File: src/rtl/tr_pkg.sv
package tr_pkg;

    typedef enum logic [2:0] {
        S_IDLE     = 3'd0,
        S_NEW      = 3'd1,
        S_WAIT_MIN = 3'd2,
        S_WAIT_MAX = 3'd3,
        S_UPDATE   = 3'd4,
        S_DONE     = 3'd5,
        S_STOP     = 3'd6
    } tr_state_e;

    localparam int STATE_W = 3;

    // Command from the sequencer to both countdown timers.
    typedef struct packed {
        logic run;          // timers may count on a tick
        logic load_fresh;   // take the requested value as is
        logic load_narrow;  // combine the request with the remaining value
    } tr_ctl_t;

    function automatic logic is_terminal(tr_state_e s);
        return (s == S_DONE) || (s == S_STOP);
    endfunction

endpackage

File: src/rtl/tr_tick_gen.sv
module tr_tick_gen #(
    parameter int DIV = 20
) (
    input  logic clk,
    input  logic rst,
    input  logic en_i,
    output logic tick_o
);
    localparam int CW = (DIV > 1) ? $clog2(DIV) : 1;
    localparam logic [CW-1:0] LAST = CW'(DIV - 1);

    logic [CW-1:0] cnt_q;

    assign tick_o = en_i && (cnt_q == LAST);

    always_ff @(posedge clk) begin
        if (rst) begin
            cnt_q <= '0;
        end else if (en_i) begin
            cnt_q <= (cnt_q == LAST) ? '0 : cnt_q + 1'b1;
        end
    end

    generate
        if (DIV > 1) begin : g_gap
            AST_TICK_GAP: assert property (@(posedge clk) disable iff (rst)
                tick_o |=> !tick_o);
        end
    endgenerate

    AST_TICK_FROZEN: assert property (@(posedge clk) disable iff (rst)
        !en_i |-> !tick_o);

endmodule

File: src/rtl/tr_countdown.sv
module tr_countdown
    import tr_pkg::*;
#(
    parameter int W        = 16,
    parameter bit IS_UPPER = 1'b0
) (
    input  logic         clk,
    input  logic         rst,
    input  logic         tick_i,
    input  tr_ctl_t      ctl_i,
    input  logic [W-1:0] val_i,
    output logic [W-1:0] cnt_o,
    output logic         zero_o
);
    localparam logic [W-1:0] INF = '1;

    logic [W-1:0] cnt_q;
    logic [W-1:0] dec_v;
    logic [W-1:0] narrowed;
    logic         hold_inf;

    generate
        if (IS_UPPER) begin : g_upper
            assign hold_inf = (cnt_q == INF);
            assign narrowed = (val_i < dec_v) ? val_i : dec_v;

            AST_UPPER_SHRINKS: assert property (@(posedge clk) disable iff (rst)
                ctl_i.load_narrow |=> cnt_q <= $past(cnt_q));
            AST_INF_HOLDS: assert property (@(posedge clk) disable iff (rst)
                (cnt_q == INF && !ctl_i.load_fresh && !ctl_i.load_narrow)
                |=> cnt_q == INF);
        end else begin : g_lower
            assign hold_inf = 1'b0;
            assign narrowed = (val_i > dec_v) ? val_i : dec_v;

            AST_LOWER_GROWS: assert property (@(posedge clk) disable iff (rst)
                ctl_i.load_narrow |=> cnt_q >= $past(val_i));
        end
    endgenerate

    assign dec_v = (ctl_i.run && tick_i && (cnt_q != '0) && !hold_inf)
                 ? cnt_q - 1'b1 : cnt_q;

    always_ff @(posedge clk) begin
        if (rst) begin
            cnt_q <= '0;
        end else if (ctl_i.load_fresh) begin
            cnt_q <= val_i;
        end else if (ctl_i.load_narrow) begin
            cnt_q <= narrowed;
        end else begin
            cnt_q <= dec_v;
        end
    end

    assign cnt_o  = cnt_q;
    assign zero_o = (cnt_q == '0);

    AST_STEP_ONE: assert property (@(posedge clk) disable iff (rst)
        (!ctl_i.load_fresh && !ctl_i.load_narrow) |=>
        (cnt_q == $past(cnt_q)) || (cnt_q == $past(cnt_q) - 1'b1));

endmodule

File: src/rtl/tr_fsm.sv
module tr_fsm
    import tr_pkg::*;
(
    input  logic      clk,
    input  logic      rst,
    input  logic      start_i,
    input  logic      trig_i,
    input  logic      kill_i,
    input  logic      min_zero_i,
    input  logic      max_zero_i,
    output tr_ctl_t   ctl_o,
    output tr_state_e state_o,
    output logic      end_o,
    output logic      killed_o
);
    tr_state_e st_q, st_n;
    logic      end_q, end_n;
    logic      killed_q, killed_n;
    tr_ctl_t   ctl;

    always_comb begin
        st_n     = st_q;
        end_n    = 1'b0;
        killed_n = 1'b0;
        ctl      = '0;
        if (kill_i && st_q != S_STOP) begin
            st_n     = S_STOP;
            killed_n = 1'b1;
        end else begin
            unique case (st_q)
                S_IDLE: begin
                    if (start_i) begin
                        ctl.load_fresh = 1'b1;
                        st_n           = S_NEW;
                    end
                end
                S_NEW: begin
                    ctl.run = 1'b1;
                    st_n    = S_WAIT_MIN;
                end
                S_WAIT_MIN: begin
                    ctl.run = 1'b1;
                    if (max_zero_i) begin
                        st_n     = S_STOP;
                        end_n    = min_zero_i;
                        killed_n = min_zero_i;
                    end else if (min_zero_i) begin
                        st_n = S_WAIT_MAX;
                    end else if (start_i) begin
                        st_n = S_UPDATE;
                    end
                end
                S_UPDATE: begin
                    ctl.run         = 1'b1;
                    ctl.load_narrow = 1'b1;
                    st_n            = S_WAIT_MIN;
                end
                S_WAIT_MAX: begin
                    ctl.run = 1'b1;
                    if (trig_i || max_zero_i) begin
                        end_n = 1'b1;
                        st_n  = S_DONE;
                    end
                end
                S_DONE, S_STOP: begin
                    st_n = st_q;
                end
                default: st_n = S_STOP;
            endcase
        end
    end

    always_ff @(posedge clk) begin
        if (rst) begin
            st_q     <= S_IDLE;
            end_q    <= 1'b0;
            killed_q <= 1'b0;
        end else begin
            st_q     <= st_n;
            end_q    <= end_n;
            killed_q <= killed_n;
        end
    end

    assign ctl_o    = ctl;
    assign state_o  = st_q;
    assign end_o    = end_q;
    assign killed_o = killed_q;

    AST_END_SINGLE: assert property (@(posedge clk) disable iff (rst)
        end_q |=> !end_q);
    AST_STOP_STICKY: assert property (@(posedge clk) disable iff (rst)
        st_q == S_STOP |=> st_q == S_STOP);
    AST_DONE_EXIT: assert property (@(posedge clk) disable iff (rst)
        st_q == S_DONE |=> is_terminal(st_q));
    AST_KILL_WINS: assert property (@(posedge clk) disable iff (rst)
        (kill_i && st_q != S_STOP) |=> (st_q == S_STOP && killed_q && !end_q));
    AST_WAITMIN_NO_END: assert property (@(posedge clk) disable iff (rst)
        (st_q == S_WAIT_MIN && !max_zero_i) |=> !end_q);
    AST_NEW_ONE_CYCLE: assert property (@(posedge clk) disable iff (rst)
        (st_q == S_NEW && !kill_i) |=> st_q == S_WAIT_MIN);

endmodule

File: src/rtl/tr_interval_ctrl.sv
module tr_interval_ctrl
    import tr_pkg::*;
#(
    parameter int DLY_W    = 16,
    parameter int TICK_DIV = 20
) (
    input  logic               clk,
    input  logic               rst,
    input  logic               tick_en_i,
    input  logic               start_i,
    input  logic               trig_i,
    input  logic               kill_i,
    input  logic [DLY_W-1:0]   min_dly_i,
    input  logic [DLY_W-1:0]   max_dly_i,
    output logic               end_o,
    output logic               killed_o,
    output logic [STATE_W-1:0] state_o
);
    logic       tick;
    tr_ctl_t    ctl;
    tr_state_e  st;
    logic       min_zero, max_zero;
    logic [DLY_W-1:0] min_cnt, max_cnt;

    tr_tick_gen #(.DIV(TICK_DIV)) u_tick (
        .clk    (clk),
        .rst    (rst),
        .en_i   (tick_en_i),
        .tick_o (tick)
    );

    tr_countdown #(.W(DLY_W), .IS_UPPER(1'b0)) u_lower (
        .clk    (clk),
        .rst    (rst),
        .tick_i (tick),
        .ctl_i  (ctl),
        .val_i  (min_dly_i),
        .cnt_o  (min_cnt),
        .zero_o (min_zero)
    );

    tr_countdown #(.W(DLY_W), .IS_UPPER(1'b1)) u_upper (
        .clk    (clk),
        .rst    (rst),
        .tick_i (tick),
        .ctl_i  (ctl),
        .val_i  (max_dly_i),
        .cnt_o  (max_cnt),
        .zero_o (max_zero)
    );

    tr_fsm u_fsm (
        .clk        (clk),
        .rst        (rst),
        .start_i    (start_i),
        .trig_i     (trig_i),
        .kill_i     (kill_i),
        .min_zero_i (min_zero),
        .max_zero_i (max_zero),
        .ctl_o      (ctl),
        .state_o    (st),
        .end_o      (end_o),
        .killed_o   (killed_o)
    );

    assign state_o = st;

    AST_WAITMAX_LOWER_DONE: assert property (@(posedge clk) disable iff (rst)
        (st == S_WAIT_MAX) |-> (min_cnt == '0));
    AST_DONE_CAUSE: assert property (@(posedge clk) disable iff (rst)
        ($past(st) == S_WAIT_MAX && st == S_DONE) |-> $past(trig_i || max_cnt == '0));

endmodule

File: config.mk
export PLATFORM = sky130hd
export DESIGN_NAME = tr_interval_ctrl
export DESIGN_NICKNAME = d
export VERILOG_FILES = /design/src/rtl/tr_pkg.sv /design/src/rtl/tr_tick_gen.sv /design/src/rtl/tr_countdown.sv /design/src/rtl/tr_fsm.sv /design/src/rtl/tr_interval_ctrl.sv
export SDC_FILE = /design/constraint.sdc
export NUM_CORES = 1
export LEC_CHECK = 0
export BUFFER_PORTS_ARGS = -buffer_cell sky130_fd_sc_hd__buf_2
export CORE_UTILIZATION = 45
export CTS_CLUSTER_DIAMETER = 200
export DETAILED_ROUTE_END_ITERATION = 7
export HOLD_SLACK_MARGIN = 0.15
export PLACE_DENSITY_LB_ADDON = 0.2
export SLEW_MARGIN = 25
export SYNTH_ARGS = -nofsm -noshare
export SYNTH_HDL_FRONTEND = slang
export SYNTH_HIERARCHICAL = 1
export SYNTH_SLANG_ARGS = --single-unit
File: constraint.sdc
create_clock -name clk -period 13.6 [get_ports clk]
set_clock_uncertainty 0.2 [all_clocks]
set_input_delay 2.72 -clock clk [delete_from_list [all_inputs] [get_ports clk]]
set_output_delay 2.72 -clock clk [all_outputs]
set_load 0.05 [all_outputs]
==> results.toml <==
[floorplan]
io_pins = 43
dieArea_um2 = 7940
die_x_um = 89.1
rows = 31
initial_core_util_pct = 46.8
die_y_um = 89.1
core_um2 = 7290

[global_route]
antenna_found_initial = 0
grt_pass1_wl_um = 14000
grt_max_degree = 43
grt_overflow = 0
grt_usage_pct = 22.9
grt_pass1_vias = 2944

[clocking]
cts.reportedPaths.clkPinSlew_ns = 0.09
root_buffer = "clkbuf_8"
cts_buffer_depth = 2
cts_hold_buf = 0
post-cts-setup-buffers = 0
cts_made_buffers = 5
cts_tree = "built"
cts_resized = 0
numClockSinks = 42
insertion_delay_ns = 0.30
htreeDepth = 2

[synthesis]
synth_area_um2 = 3410
synth_cell_types = 68
ys_warn_count = 6
async_flop_share_pct = 0
ys_seq_area_share_pct = 24.6
syn_area_per_cell_um2 = 8.92
synth_enable_flop_cells = 0
synth_ff_type = "dfxtp_1"
synth_seq_cells = 42
synth_fp_nets = 458
synthCells = 383

[setup_path]
cp_max_fo = 15
end_kind = "flip-flop"
critPathRequiredTime_ns = 13.54
worstSetupStartpointType = "primary input"
r2r_start = "u_fsm/state_o[0]"
r2r_setup_slack_ns = 8.67
worstSetupPathType = "in2reg"
crit_start = "tick_en_i"
worstPathArrival_ns = 6.81

[pwr]
p_sw_share_pct = 37.4
finalPower_uw = 410
ir_worst_vdd_mv = 0.0448
p_per_area_nw_per_um2 = 108
intPower_uw = 257
combPwrFrac_pct = 37.7
leakage_nw = 1.33
pwr-share-seq_pct = 37.8
p_clk_share_pct = 24.5
netSwitchingPower_uw = 153

[detailed_routing]
drt_iter0_markers = 198
ant_nets = 0
drc_errors = 0
routed_wirelength_um = 8470
vias = 3065
routedWlPerCell_um = 16.4
drt_first_pass_iters = 4
routed_via_density = 5.93

[timing]
finalHoldViolCount = 0
fin_setup_tns_ns = 0
fmax_mhz = 146
final_max_slew_viol_count = 0
period_minus_slack_ns = 6.87
tightest_slew_ns = 0.984
finalSetupViolCount = 0
fin_crit_sh_pct = 50.5
rsz0062_at_grt = "no"
slew_headroom_pct = 34.4

[hold_path]
hp-start = "u_tick/cnt_q[4]"
hp-class = "reg2reg"

[cells_and_area]
layout-drive-gt1-share_pct = 22.7
fin_cells = 517
areaGrowthSynthToFinish_pct = 11.2
fill_cells = 693
antenna-diode-count = 0
nets = 492

[placed_design]
portBuffers = 42
post-dp-hpwl_um = 6260
gp_congestion = 0.880
dp.cells = 509

[outcome]
status = "completed"

[job]
maxCapViolCount = 0
critical path, cell delays in order:
cell	delay [ns]
buf_2	0.14
nand2_2	0.10
nor3_1	0.37
and2_0	0.29
o41ai_4	0.20
nor3_1	0.50
nor3b_1	0.29
xnor2_1	0.15
ha_1	0.32
nand3_1	0.09
or3_1	0.44
nor4_1	0.43
o2111ai_2	0.22
nand2_2	0.39
a211oi_1	0.14
Yosys cell counts (3+ instances only):
master / count / area (um2)
xor2_1: 8 / 70.1
nor2b_1: 6 / 37.5
clkbuf_1: 7 / 26.3
nor3_1: 25 / 125
nor3b_1: 5 / 37.5
a211oi_2: 11 / 138
inv_1: 11 / 41.3
a21oi_1: 34 / 170
a211oi_1: 23 / 173
nor2_1: 19 / 71.3
buf_6: 3 / 33.8
or4_4: 6 / 67.6
or3_1: 5 / 31.3
ha_1: 37 / 463
nor4_1: 7 / 43.8
nand2b_1: 6 / 37.5
o211ai_1: 5 / 37.5
buf_2: 4 / 20.0
nor3_2: 3 / 30.0
or4_1: 4 / 30.0
o21ai_0: 3 / 15.0
nand2_1: 12 / 45.0
o41ai_1: 4 / 35.0
nand4_1: 10 / 62.6
nand3_1: 10 / 50.1
xnor2_1: 18 / 158
dfxtp_1: 42 / 841
final cells by class:
class / count / area [um2] / share of cell area (%)
clock buffer: 7 / 76.3 / 2.01
clock inverter: 1 / 30.0 / 0.791
inverter: 11 / 41.3 / 1.09
multi-input combinational: 313 / 2460 / 64.8
sequential: 42 / 841 / 22.1
tap: 99 / 124 / 3.26
timing repair buffer: 44 / 225 / 5.93
flip-flops by register name, summed over array words and instances, names as in the netlist:
name,cells
u_fsm/end_o,1
u_fsm/killed_o,1
u_fsm/state_o,3
u_lower/cnt_o,16
u_tick/cnt_q,5
u_upper/cnt_o,16
logic make-up after synthesis:
group	after synthesis	synth area share, %
compound gates	105	23.7
xor+xnor	27	7.15
buf+inv	28	3.99
simple gates	140	25.7
flops	42	24.6
fa+ha+maj	37	13.6
mux	4	1.25
final timing paths:
path                  endpoint  cells past startpoint
min            u_tick/cnt_q[4]                      2
max          u_upper/cnt_o[12]                     15
min reg2reg    u_tick/cnt_q[4]                      2
max reg2reg  u_upper/cnt_o[12]                     15
metrics by stage:
step | hold WS [ns] | utilization, % | worst slack (ns) | instance area, um2
2_1_floorplan | 0.252 | - | 7.18 | 3410
3_3_place_gp | 0.285 | 50.4 | 6.36 | 3680
3_5_place_dp | 0.297 | 50.4 | 6.43 | 3680
4_1_cts | 0.314 | 51.9 | 6.73 | 3780
5_1_grt | 0.360 | 52.1 | 6.39 | 3800
6_report | 0.310 | 52.1 | 6.73 | 3800
cell usage in the layout, fill, tap and decap left out, types with 3 or more instances in the layout:
cell type / instances
buf_2: 42
dfxtp_1: 42
ha_1: 37
a21oi_1: 34
nor3_1: 25
a211oi_1: 23
nor2_1: 18
xnor2_1: 18
nand2_1: 12
inv_1: 11
a211oi_2: 11
nand4_1: 10
nand3_1: 10
xor2_1: 8
nor4_1: 7
nor2b_1: 6
nand2b_1: 6
or4_4: 6
clkbuf_8: 5
nor3b_1: 5
or3_1: 5
o211ai_1: 5
or4_1: 4
nor3_2: 3
o41ai_1: 3
o21ai_0: 3
routing by layer:
| layer | vias up | global-route usage [%] | wire, um |
|---|---|---|---|
| met4 | 0 | 5.92 | 95 |
| met3 | 8 | 4.43 | 425 |
| li1 | 1545 | - | - |
| met1 | 1430 | 31.1 | 4070 |
| met5 | - | 0 | 0 |
| met2 | 82 | 37.1 | 3880 |
power by group through the flow:
stage,clock [mW],combinational (mW),sequential [mW]
after floorplan,0,0.118,0.156
after global placement,0,0.151,0.158
after detailed placement,0,0.153,0.158
after CTS,0.103,0.154,0.155
after global routing,0.110,0.171,0.158
final,0.100,0.155,0.155
(Power assumes the default switching activity.)
